<file path="src/rtl/fc_pkg.sv">
package fc_pkg;
  localparam int unsigned FC_WORD_W   = 32;
  localparam int unsigned FC_HDR_WDS  = 4;
  localparam int unsigned FC_KEY_W    = 112;
  localparam int unsigned FC_PROTO_W  = 8;
  localparam int unsigned FC_LAT      = FC_HDR_WDS + 1;

  typedef struct packed {
    logic                 vld;
    logic                 sop;
    logic                 eop;
    logic [FC_WORD_W-1:0] data;
  } fc_word_t;
endpackage

</file>
<file path="src/rtl/fc_hdr_extract.sv">
module fc_hdr_extract
  import fc_pkg::*;
(
  input  logic                 clk_i,
  input  logic                 rst_ni,
  input  logic                 valid_i,
  input  logic                 sop_i,
  input  logic [FC_WORD_W-1:0] data_i,
  output logic [FC_KEY_W-1:0]  key_o,
  output logic                 key_vld_o
);
  localparam int unsigned CNT_W = $clog2(FC_HDR_WDS);
  localparam int unsigned PAD_W = FC_KEY_W - 3*FC_WORD_W - FC_PROTO_W;

  logic [CNT_W-1:0]     cnt_q;
  logic                 busy_q;
  logic [FC_WORD_W-1:0] w0_q, w1_q, w2_q;

  always_ff @(posedge clk_i or negedge rst_ni) begin
    if (!rst_ni) begin
      cnt_q     <= '0;
      busy_q    <= 1'b0;
      w0_q      <= '0;
      w1_q      <= '0;
      w2_q      <= '0;
      key_o     <= '0;
      key_vld_o <= 1'b0;
    end else begin
      key_vld_o <= 1'b0;
      if (valid_i && sop_i) begin
        w0_q   <= data_i;
        cnt_q  <= CNT_W'(1);
        busy_q <= 1'b1;
      end else if (valid_i && busy_q) begin
        unique case (cnt_q)
          CNT_W'(1): w1_q <= data_i;
          CNT_W'(2): w2_q <= data_i;
          default: begin
            key_o     <= {w0_q, w1_q, w2_q,
                          data_i[FC_WORD_W-1 -: FC_PROTO_W], {PAD_W{1'b0}}};
            key_vld_o <= 1'b1;
            busy_q    <= 1'b0;
          end
        endcase
        cnt_q <= cnt_q + CNT_W'(1);
      end
    end
  end
endmodule

</file>
<file path="src/rtl/fc_cam_bank.sv">
module fc_cam_bank
  import fc_pkg::*;
#(
  parameter int unsigned N_ENTRY = 4,
  parameter int unsigned FID_W   = 16,
  localparam int unsigned IDX_W  = (N_ENTRY > 1) ? $clog2(N_ENTRY) : 1
) (
  input  logic                clk_i,
  input  logic                rst_ni,
  input  logic                wr_en_i,
  input  logic [IDX_W-1:0]    wr_idx_i,
  input  logic                wr_vld_i,
  input  logic [FC_KEY_W-1:0] wr_val_i,
  input  logic [FC_KEY_W-1:0] wr_msk_i,
  input  logic [FID_W-1:0]    wr_fid_i,
  input  logic [FC_KEY_W-1:0] key_i,
  output logic [N_ENTRY-1:0]  hit_o,
  output logic [FID_W-1:0]    fid_o [N_ENTRY]
);
  for (genvar g = 0; g < N_ENTRY; g++) begin : g_ent
    logic                vld_q;
    logic [FC_KEY_W-1:0] val_q, msk_q;
    logic [FID_W-1:0]    fid_q;
    logic                sel;

    assign sel = wr_en_i && (wr_idx_i == IDX_W'(g));

    always_ff @(posedge clk_i or negedge rst_ni) begin
      if (!rst_ni) begin
        vld_q <= 1'b0;
        val_q <= '0;
        msk_q <= '0;
        fid_q <= '0;
      end else if (sel) begin
        vld_q <= wr_vld_i;
        val_q <= wr_val_i;
        msk_q <= wr_msk_i;
        fid_q <= wr_fid_i;
      end
    end

    assign hit_o[g] = vld_q && (((key_i ^ val_q) & msk_q) == '0);
    assign fid_o[g] = fid_q;
  end
endmodule

</file>
<file path="src/rtl/fc_prio_sel.sv">
module fc_prio_sel #(
  parameter int unsigned N_ENTRY = 4,
  parameter int unsigned FID_W   = 16
) (
  input  logic [N_ENTRY-1:0] hit_i,
  input  logic [FID_W-1:0]   fid_i [N_ENTRY],
  output logic [FID_W-1:0]   fid_o
);
  // scan high to low so the lowest hitting index is written last
  always_comb begin
    fid_o = '0;
    for (int i = N_ENTRY - 1; i >= 0; i--) begin
      if (hit_i[i]) fid_o = fid_i[i];
    end
  end
endmodule

</file>
<file path="src/rtl/fc_hash_fold.sv">
module fc_hash_fold
  import fc_pkg::*;
#(
  parameter int unsigned HASH_W = 16,
  localparam int unsigned N_SLICE = FC_KEY_W / HASH_W
) (
  input  logic [FC_KEY_W-1:0] key_i,
  output logic [HASH_W-1:0]   hash_o
);
  always_comb begin
    hash_o = '0;
    for (int k = 0; k < N_SLICE; k++) hash_o ^= key_i[k*HASH_W +: HASH_W];
  end
endmodule

</file>
<file path="src/rtl/fc_word_delay.sv">
module fc_word_delay
  import fc_pkg::*;
#(
  parameter int unsigned DEPTH = FC_LAT
) (
  input  logic     clk_i,
  input  logic     rst_ni,
  input  fc_word_t word_i,
  output fc_word_t word_o
);
  fc_word_t stg_q [DEPTH];

  always_ff @(posedge clk_i or negedge rst_ni) begin
    if (!rst_ni) begin
      for (int i = 0; i < DEPTH; i++) stg_q[i] <= '0;
    end else begin
      stg_q[0] <= word_i;
      for (int i = 1; i < DEPTH; i++) stg_q[i] <= stg_q[i-1];
    end
  end

  assign word_o = stg_q[DEPTH-1];
endmodule

</file>
<file path="src/rtl/flow_classifier.sv">
module flow_classifier
  import fc_pkg::*;
#(
  parameter int unsigned N_ENTRY = 4,
  parameter int unsigned FID_W   = 16,
  parameter int unsigned HASH_W  = 16,
  localparam int unsigned IDX_W  = (N_ENTRY > 1) ? $clog2(N_ENTRY) : 1
) (
  input  logic                 clk_i,
  input  logic                 rst_ni,
  input  logic [FC_WORD_W-1:0] data_i,
  input  logic                 valid_i,
  input  logic                 sop_i,
  input  logic                 eop_i,
  input  logic                 wr_en_i,
  input  logic [IDX_W-1:0]     wr_idx_i,
  input  logic                 wr_vld_i,
  input  logic [FC_KEY_W-1:0]  wr_val_i,
  input  logic [FC_KEY_W-1:0]  wr_msk_i,
  input  logic [FID_W-1:0]     wr_fid_i,
  output logic [FC_WORD_W-1:0] data_o,
  output logic                 valid_o,
  output logic                 sop_o,
  output logic                 eop_o,
  output logic [N_ENTRY-1:0]   match_o,
  output logic [FID_W-1:0]     flow_id_o,
  output logic [HASH_W-1:0]    flow_hash_o
);
  logic [FC_KEY_W-1:0] key;
  logic                key_vld;
  logic [N_ENTRY-1:0]  hit;
  logic [FID_W-1:0]    ent_fid [N_ENTRY];
  logic [FID_W-1:0]    win_fid;
  logic [HASH_W-1:0]   hash;
  fc_word_t            win, wout;

  fc_hdr_extract i_extract (
    .clk_i     (clk_i),
    .rst_ni    (rst_ni),
    .valid_i   (valid_i),
    .sop_i     (sop_i),
    .data_i    (data_i),
    .key_o     (key),
    .key_vld_o (key_vld)
  );

  fc_cam_bank #(.N_ENTRY(N_ENTRY), .FID_W(FID_W)) i_bank (
    .clk_i    (clk_i),
    .rst_ni   (rst_ni),
    .wr_en_i  (wr_en_i),
    .wr_idx_i (wr_idx_i),
    .wr_vld_i (wr_vld_i),
    .wr_val_i (wr_val_i),
    .wr_msk_i (wr_msk_i),
    .wr_fid_i (wr_fid_i),
    .key_i    (key),
    .hit_o    (hit),
    .fid_o    (ent_fid)
  );

  fc_prio_sel #(.N_ENTRY(N_ENTRY), .FID_W(FID_W)) i_prio (
    .hit_i (hit),
    .fid_i (ent_fid),
    .fid_o (win_fid)
  );

  fc_hash_fold #(.HASH_W(HASH_W)) i_hash (
    .key_i  (key),
    .hash_o (hash)
  );

  // result registers load one cycle after the key, i.e. on the edge
  // that moves the sop word into the last delay stage
  always_ff @(posedge clk_i or negedge rst_ni) begin
    if (!rst_ni) begin
      match_o     <= '0;
      flow_id_o   <= '0;
      flow_hash_o <= '0;
    end else if (key_vld) begin
      match_o     <= hit;
      flow_id_o   <= win_fid;
      flow_hash_o <= hash;
    end
  end

  assign win = '{vld: valid_i, sop: sop_i, eop: eop_i, data: data_i};

  fc_word_delay #(.DEPTH(FC_LAT)) i_delay (
    .clk_i  (clk_i),
    .rst_ni (rst_ni),
    .word_i (win),
    .word_o (wout)
  );

  assign data_o  = wout.data;
  assign valid_o = wout.vld;
  assign sop_o   = wout.sop;
  assign eop_o   = wout.eop;
endmodule

</file>
<file path="config.mk">
export PLATFORM = sky130hd
export DESIGN_NAME = flow_classifier
export DESIGN_NICKNAME = d
export VERILOG_FILES = /design/src/rtl/fc_pkg.sv /design/src/rtl/fc_hdr_extract.sv /design/src/rtl/fc_cam_bank.sv /design/src/rtl/fc_prio_sel.sv /design/src/rtl/fc_hash_fold.sv /design/src/rtl/fc_word_delay.sv /design/src/rtl/flow_classifier.sv
export SDC_FILE = /design/constraint.sdc
export NUM_CORES = 2
export LEC_CHECK = 0
export BUFFER_PORTS_ARGS = -buffer_cell sky130_fd_sc_hd__buf_2
export CAP_MARGIN = 0
export CORE_MARGIN = 5
export CORE_UTILIZATION = 61
export CTS_CLUSTER_DIAMETER = 200
export CTS_CLUSTER_SIZE = 12
export DETAILED_ROUTE_END_ITERATION = 16
export GPL_TIMING_DRIVEN = 0
export MAX_ROUTING_LAYER = met4
export PLACE_DENSITY = 0.77
export RECOVER_POWER = 25
export SYNTH_ARGS = -nofsm -noshare
export SYNTH_HDL_FRONTEND = slang
export SYNTH_SLANG_ARGS = --single-unit
</file>
<file path="constraint.sdc">
create_clock -name clk_i -period 3.4 [get_ports clk_i]
set_clock_uncertainty 0.1 [all_clocks]
set_input_delay 0.17 -clock clk_i [delete_from_list [all_inputs] [get_ports clk_i]]
set_output_delay 0.17 -clock clk_i [all_outputs]
set_load 0.005 [all_outputs]
</file>
# Yosys cells after proc, flatten, opt, wreduce, memory -nomap -nowiden
# Index checks and enable logic that the tools add are counted.
[op_classes] n_addsub=1 n_mul=0 div=0 order_cmp=0 eq_ne=6 shifts=0 muxes=12 bitwise=16 reduce_logical=21
[ops] op="$and 112x112->112" count=4
[ops] op="$logic_not 112->1" count=4
[ops] op="$xor 112x112->112" count=4
[ops] op="$xor 16x16->16" count=6
[ops] op="$mux 16" count=4
[ops] op="$logic_and 1x1->1" count=10
[ops] op="$reduce_and 3->1" count=3
[ops] op="$eq 2x2->1 const B" count=3
[ops] op="$mux 1" count=6
[ops] op="$eq 2x1->1 const B" count=2
[ops] op="$mux 2" count=2
[ops] op="$add 2x1->2 const B" count=1
[ops] op="$logic_not 2->1" count=1
[ops] op="$ne 2x1->1 const B" count=1
[ops] op="$not 1->1" count=2
[ops] op="$reduce_and 2->1" count=1
[ops] op="$reduce_bool 2->1" count=1
[ops] op="$reduce_or 2->1" count=1
[totals] ff_bits=1379 latch_bits=0 ramBits=0 romBits=0 inputBits=281 out_inout_bits=71 word_cells=102 memories=0

# Logic depth before layout (Yosys ltp)
[depth] ltp_word=8 ltp_mapped=10 depth_no_buf=7

# By module
# Synthesis repeated with hierarchy kept, for this count alone.
[hier_totals] hier_cells=3637 hier_area_um2=56943.4
[modules_own_cells] mod="fc_cam_bank" instances=1 cells_per_inst=2774 area_each_um2=41598.6 seq_area_each_um2=24123.1
[modules_own_cells] mod="fc_hdr_extract" instances=1 cells_per_inst=452 area_each_um2=7811.2 seq_area_each_um2=5104.9
[modules_own_cells] mod="fc_word_delay" instances=1 cells_per_inst=210 area_each_um2=4642.0 seq_area_each_um2=4379.2
[modules_own_cells] mod="flow_classifier" instances=1 cells_per_inst=76 area_each_um2=1490.2 seq_area_each_um2=900.9
[modules_own_cells] mod="fc_hash_fold" instances=1 cells_per_inst=64 area_each_um2=1001.0 seq_area_each_um2=0.0
[modules_own_cells] mod="fc_prio_sel" instances=1 cells_per_inst=61 area_each_um2=400.4 seq_area_each_um2=0.0

# Worst setup path before layout
# No wires, ideal clock.
[synth_path] kind="reg-to-reg" from="register i_extract.key_o[42]" to="register flow_id_o[10]" setup_time_ns=0.118 arrival_ns=2.154 t_required_ns=3.182 slack_ns=1.028 path_stages_with_launch=11 path_buffers=3 period_less_slack_ns=2.372 path_cell_list="dfrtp_1 buf_6 xor2_1 a22oi_1 nand4_1 nor4_4 and4_1 buf_4 buf_12 o221ai_2 a21o_1"
[synth_via] elab_chain_cells=8 elab_cells_between_ends=20 classes_between="4 x mux; 8 x bitwise; 8 x reduce/logical"
[synth_lines] item="start, declared" line="fc_hdr_extract.sv:9" source="output logic [FC_KEY_W-1:0] key_o,"
[synth_lines] item="start signal, assigned" line="fc_hdr_extract.sv:39" source="key_o <= {w0_q, w1_q, w2_q,"
[synth_lines] item="$xor 112x112->112" line="fc_cam_bank.sv:42" source="assign hit_o[g] = vld_q && (((key_i ^ val_q) & msk_q) == '0);"
[synth_lines] item="$and 112x112->112" line="fc_cam_bank.sv:42"
[synth_lines] item="$logic_not 112->1" line="fc_cam_bank.sv:42"
[synth_lines] item="$logic_and 1x1->1" line="fc_cam_bank.sv:42"
[synth_lines] item="$mux 16 (3 in a row)" line="fc_prio_sel.sv:13" source="if (hit_i[i]) fid_o = fid_i[i];"
[synth_lines] item="$mux 16 (*)" line="fc_prio_sel.sv:13"
[synth_lines] item="end signal, assigned" line="flow_classifier.sv:81" source="flow_id_o <= win_fid;"
[synth_lines] item="end, declared" line="flow_classifier.sv:26" source="output logic [FID_W-1:0] flow_id_o,"
# Mark *: on every way between the ends. The rest lies on a longest branch, timed or not.
# A chain may end at the register's enable or synchronous reset.

# Worst setup path after layout
[layout_path] from="register i_extract.key_o[32]" to="register flow_id_o[9]"
# The elaborated chain is that of the path after synthesis.

==> flow_summary.ini <==
[run_status]
status = finished, violations left
violations = antenna rules, capacitance limit, slew limit, setup timing

[finish]
final_cell_mix = dfrtp_1 (1340), mux2_2 (1155), xor2_1 (428)
stdcell_count = 5957
area_growth_pct = 18.0
mostFrequentLayoutCell = dfrtp_1
final_core_utilization = 0.724
drive_gt1_frac = 0.387
fin_nets = 4945

[worst_setup_path]
slowest_delay_ns = 0.47
worstPathArrival_ns = 4.13
setup.worst_path.end_class = flop
rr_endpoint = flow_id_o[9]
reg2reg_depth = 10
worstReg2RegStart = i_extract.key_o[32]
endpoint = flow_id_o[9]
crit_buf_inv = 3
cp_top_family = simple AND/OR/NAND/NOR gates
cp.depth = 10
rrSetupSlack_ns = -0.19
cp_max_fo = 10
cp-start-kind = flop
cp_slowest_cell = a22oi_2
critPathLaunch = i_extract.key_o[32]
worstPathRequired_ns = 3.94
cp_common_cell = nand4_1
crit_chain = buf_2, xor2_1, a22oi_2, nand4_1, nor4_4, nand4_1, buf_4, clkbuf_1, o211a_1, a21o_1
worstSetupPathType = flop to flop

[routing]
first_pass_iters = 6
vias_per_cell = 6.66
first_iter_violations = 5349
ant_nets = 1
wl_per_cell_um = 40.6
drt_wl_total_um = 242000
drc = 0
dr_total_vias = 39700

[floorplan]
rows = 112
dieArea_um2 = 100000
die_h_um = 316
core_um2 = 93300
die_w_um = 316
start_util = 0.614
pin_count = 352

[pwr]
p_sw_w = 0.0217
switching_share = 0.392
power.share.clock = 0.242
internal-power_w = 0.0337
powerDensity_nw_per_um2 = 819
leakage_nw = 29.9
worst_ir_drop_vdd_uv = 508
power_frac_comb = 0.310
p_seq_frac = 0.448
power_w = 0.0554

[yosys]
synthCells = 3933
synthAdderAreaFrac = 0.000437
synth_flop_cell = dfrtp_1
synth_mux_area_frac = 0.227
synth_compound_area_frac = 0.0475
synth_edf_count = 0
async_reset_ff_frac = 1.00
synth_cell_type_count = 44
synth-simple-area-share = 0.0207
synth_top_area_frac = 0.602
yosys.area.top_type = dfrtp_1
yosysWarnings = 0
synth.area.top_cells = dfrtp_1 (60%), mux2_2 (23%), xor2_1 (6.6%)
synth_nets = 4216
synth_seq_area_share = 0.602
synth-seq-cells = 1379
synth_top_family_by_area = multiplexers
synth_xor_area_frac = 0.0770
avgSynthCellArea_um2 = 14.6
syn_area_um2 = 57300

[run]
drv_cap = 27

[cts]
clk_pin_slew_ns = 0.07
cts_tree = yes
numClockSinks = 1379
clock_path_buffers = 3
clk_latency_ns = 0.77
cts-buffers-inserted = 132
root_buffer = clkbuf_16
htreeDepth = 4

[grt]
grt_max_degree = 166
grtUsageTotal = 0.499
antenna_found_initial = 27
grt_pass1_wl_um = 327000
overflow = 0
grt_pass1_vias = 40600

[timing]
finalSetupViolCount = 16
relSlewSlack = -0.337
layout_setup_ws_ns = -0.191
hold_viol_final = 0
slew_violations = 274
max_freq_ghz = 0.278
period_share = 1.06
finalCriticalPeriod_ns = 3.59
setup_tns_ns = -1.40
tightest_slew_ns = 2.01

[min_path]
min_path_type = primary input to flop

[place]
placedCellCount = 5553
dp_hpwl_um = 174000
globalplace.congestion = 1.06
dp_slack_ns = -1.48
port_buffers = 351
per-layer routing:
layer,part of all wire,track usage,routed length [um],up-vias
met1,0.36,0.615,87300,20900
li1,-,-,-,15300
met2,0.43,0.712,105000,2694
met4,0.082,0.308,19800,0
met3,0.12,0.174,29800,726
met5,0,-,0,-
sequential cells by signal (all words and copies together) (netlist names):
| register | count |
|---|---|
| i_extract.busy_q | 1 |
| i_bank.g_ent.fid_q | 64 |
| i_extract.w1_q | 32 |
| flow_id_o | 16 |
| i_bank.g_ent.vld_q | 4 |
| i_bank.g_ent.msk_q | 448 |
| i_extract.w2_q | 32 |
| i_delay.stg_q | 140 |
| flow_hash_o | 16 |
| i_extract.key_o | 104 |
| i_delay.word_o | 35 |
| i_extract.w0_q | 32 |
| match_o | 4 |
| i_extract.cnt_q | 2 |
| i_extract.key_vld_o | 1 |
| i_bank.g_ent.val_q | 448 |
worst min-delay path by stage:
stage / start / endpoint / slack (ns) / cells after the start
after CTS: data_i[11] / i_delay.stg_q[151] / 0.006 / 2
after global placement: eop_i / i_delay.stg_q[172] / 0.18 / 1
after floorplan: rst_ni / flow_hash_o[0] / -0.23 / 0
after global routing: data_i[0] / i_delay.stg_q[140] / 0.06 / 2
after detailed placement: rst_ni / i_delay.stg_q[52] / 0.06 / 1
final: data_i[0] / i_delay.stg_q[140] / 0.08 / 2
stage by stage:
stage / hold WS, ns / instance area [um^2]
final: 0.0753 / 67600
after global routing: 0.0628 / 67600
after CTS: 0.00611 / 67600
after detailed placement: 0.0591 / 61000
after global placement: 0.181 / 60600
after floorplan: -0.226 / 57300
cells in the mapped netlist, types with 3 or more instances:
| library cell | count |
|---|---|
| a21o_1 | 12 |
| a21oi_1 | 8 |
| a222oi_1 | 6 |
| a22oi_1 | 246 |
| and4_1 | 5 |
| buf_1 | 9 |
| buf_2 | 22 |
| buf_4 | 33 |
| buf_6 | 4 |
| clkbuf_1 | 218 |
| dfrtp_1 | 1379 |
| inv_1 | 37 |
| mux2_2 | 1157 |
| nand2_1 | 57 |
| nand3_1 | 21 |
| nand4_1 | 80 |
| nor2_1 | 11 |
| nor3_1 | 18 |
| nor4_1 | 11 |
| nor4_4 | 4 |
| o211a_1 | 12 |
| o211ai_1 | 4 |
| o21ai_0 | 22 |
| o21ai_1 | 4 |
| o221a_1 | 4 |
| o221ai_1 | 3 |
| o221ai_2 | 9 |
| o31a_1 | 4 |
| o31ai_1 | 12 |
| xnor2_1 | 72 |
| xor2_1 | 432 |
final cells by class:
class	instances	area (um^2)
Antenna cell	28	70.1
Buffer	211	1010
Clock buffer	134	3330
Clock inverter	13	238
Fill cell	6089	25700
Inverter	37	139
Multi-Input combinational cell	2230	21600
Sequential cell	1379	34600
Tap cell	1254	1570
Timing Repair Buffer	671	5080
logic make-up after synthesis:
group / count (synthesis)
AND/OR/NAND/NOR: 212
adder cells (fa/ha/maj): 2
flip-flops: 1379
XOR/XNOR: 504
AO/OA/AOI/OAI: 355
multiplexers: 1157
buffers and inverters: 324
power groups by stage:
| stage | combinational [W] | sequential (W) | clock [W] |
|---|---|---|---|
| after global routing | 0.0175 | 0.0249 | 0.0140 |
| after floorplan | 0.0102 | 0.0214 | 0 |
| final | 0.0172 | 0.0248 | 0.0134 |
| after global placement | 0.0180 | 0.0220 | 0 |
| after detailed placement | 0.0183 | 0.0221 | 0 |
| after CTS | 0.0168 | 0.0240 | 0.0133 |
timing repair:
| action | 4_1_cts | 5_1_grt |
|---|---|---|
| buffers inserted | 21 | 0 |
| cloned | 0 | 0 |
| endpoints found under the hold margin | 1507 | 0 |
| pin swaps | 16 | 9 |
| resized for setup | 60 | 27 |
| setup endpoints to repair | 20 | 16 |
| hold buffers | 284 | 0 |
(Power assumes the default switching activity.)
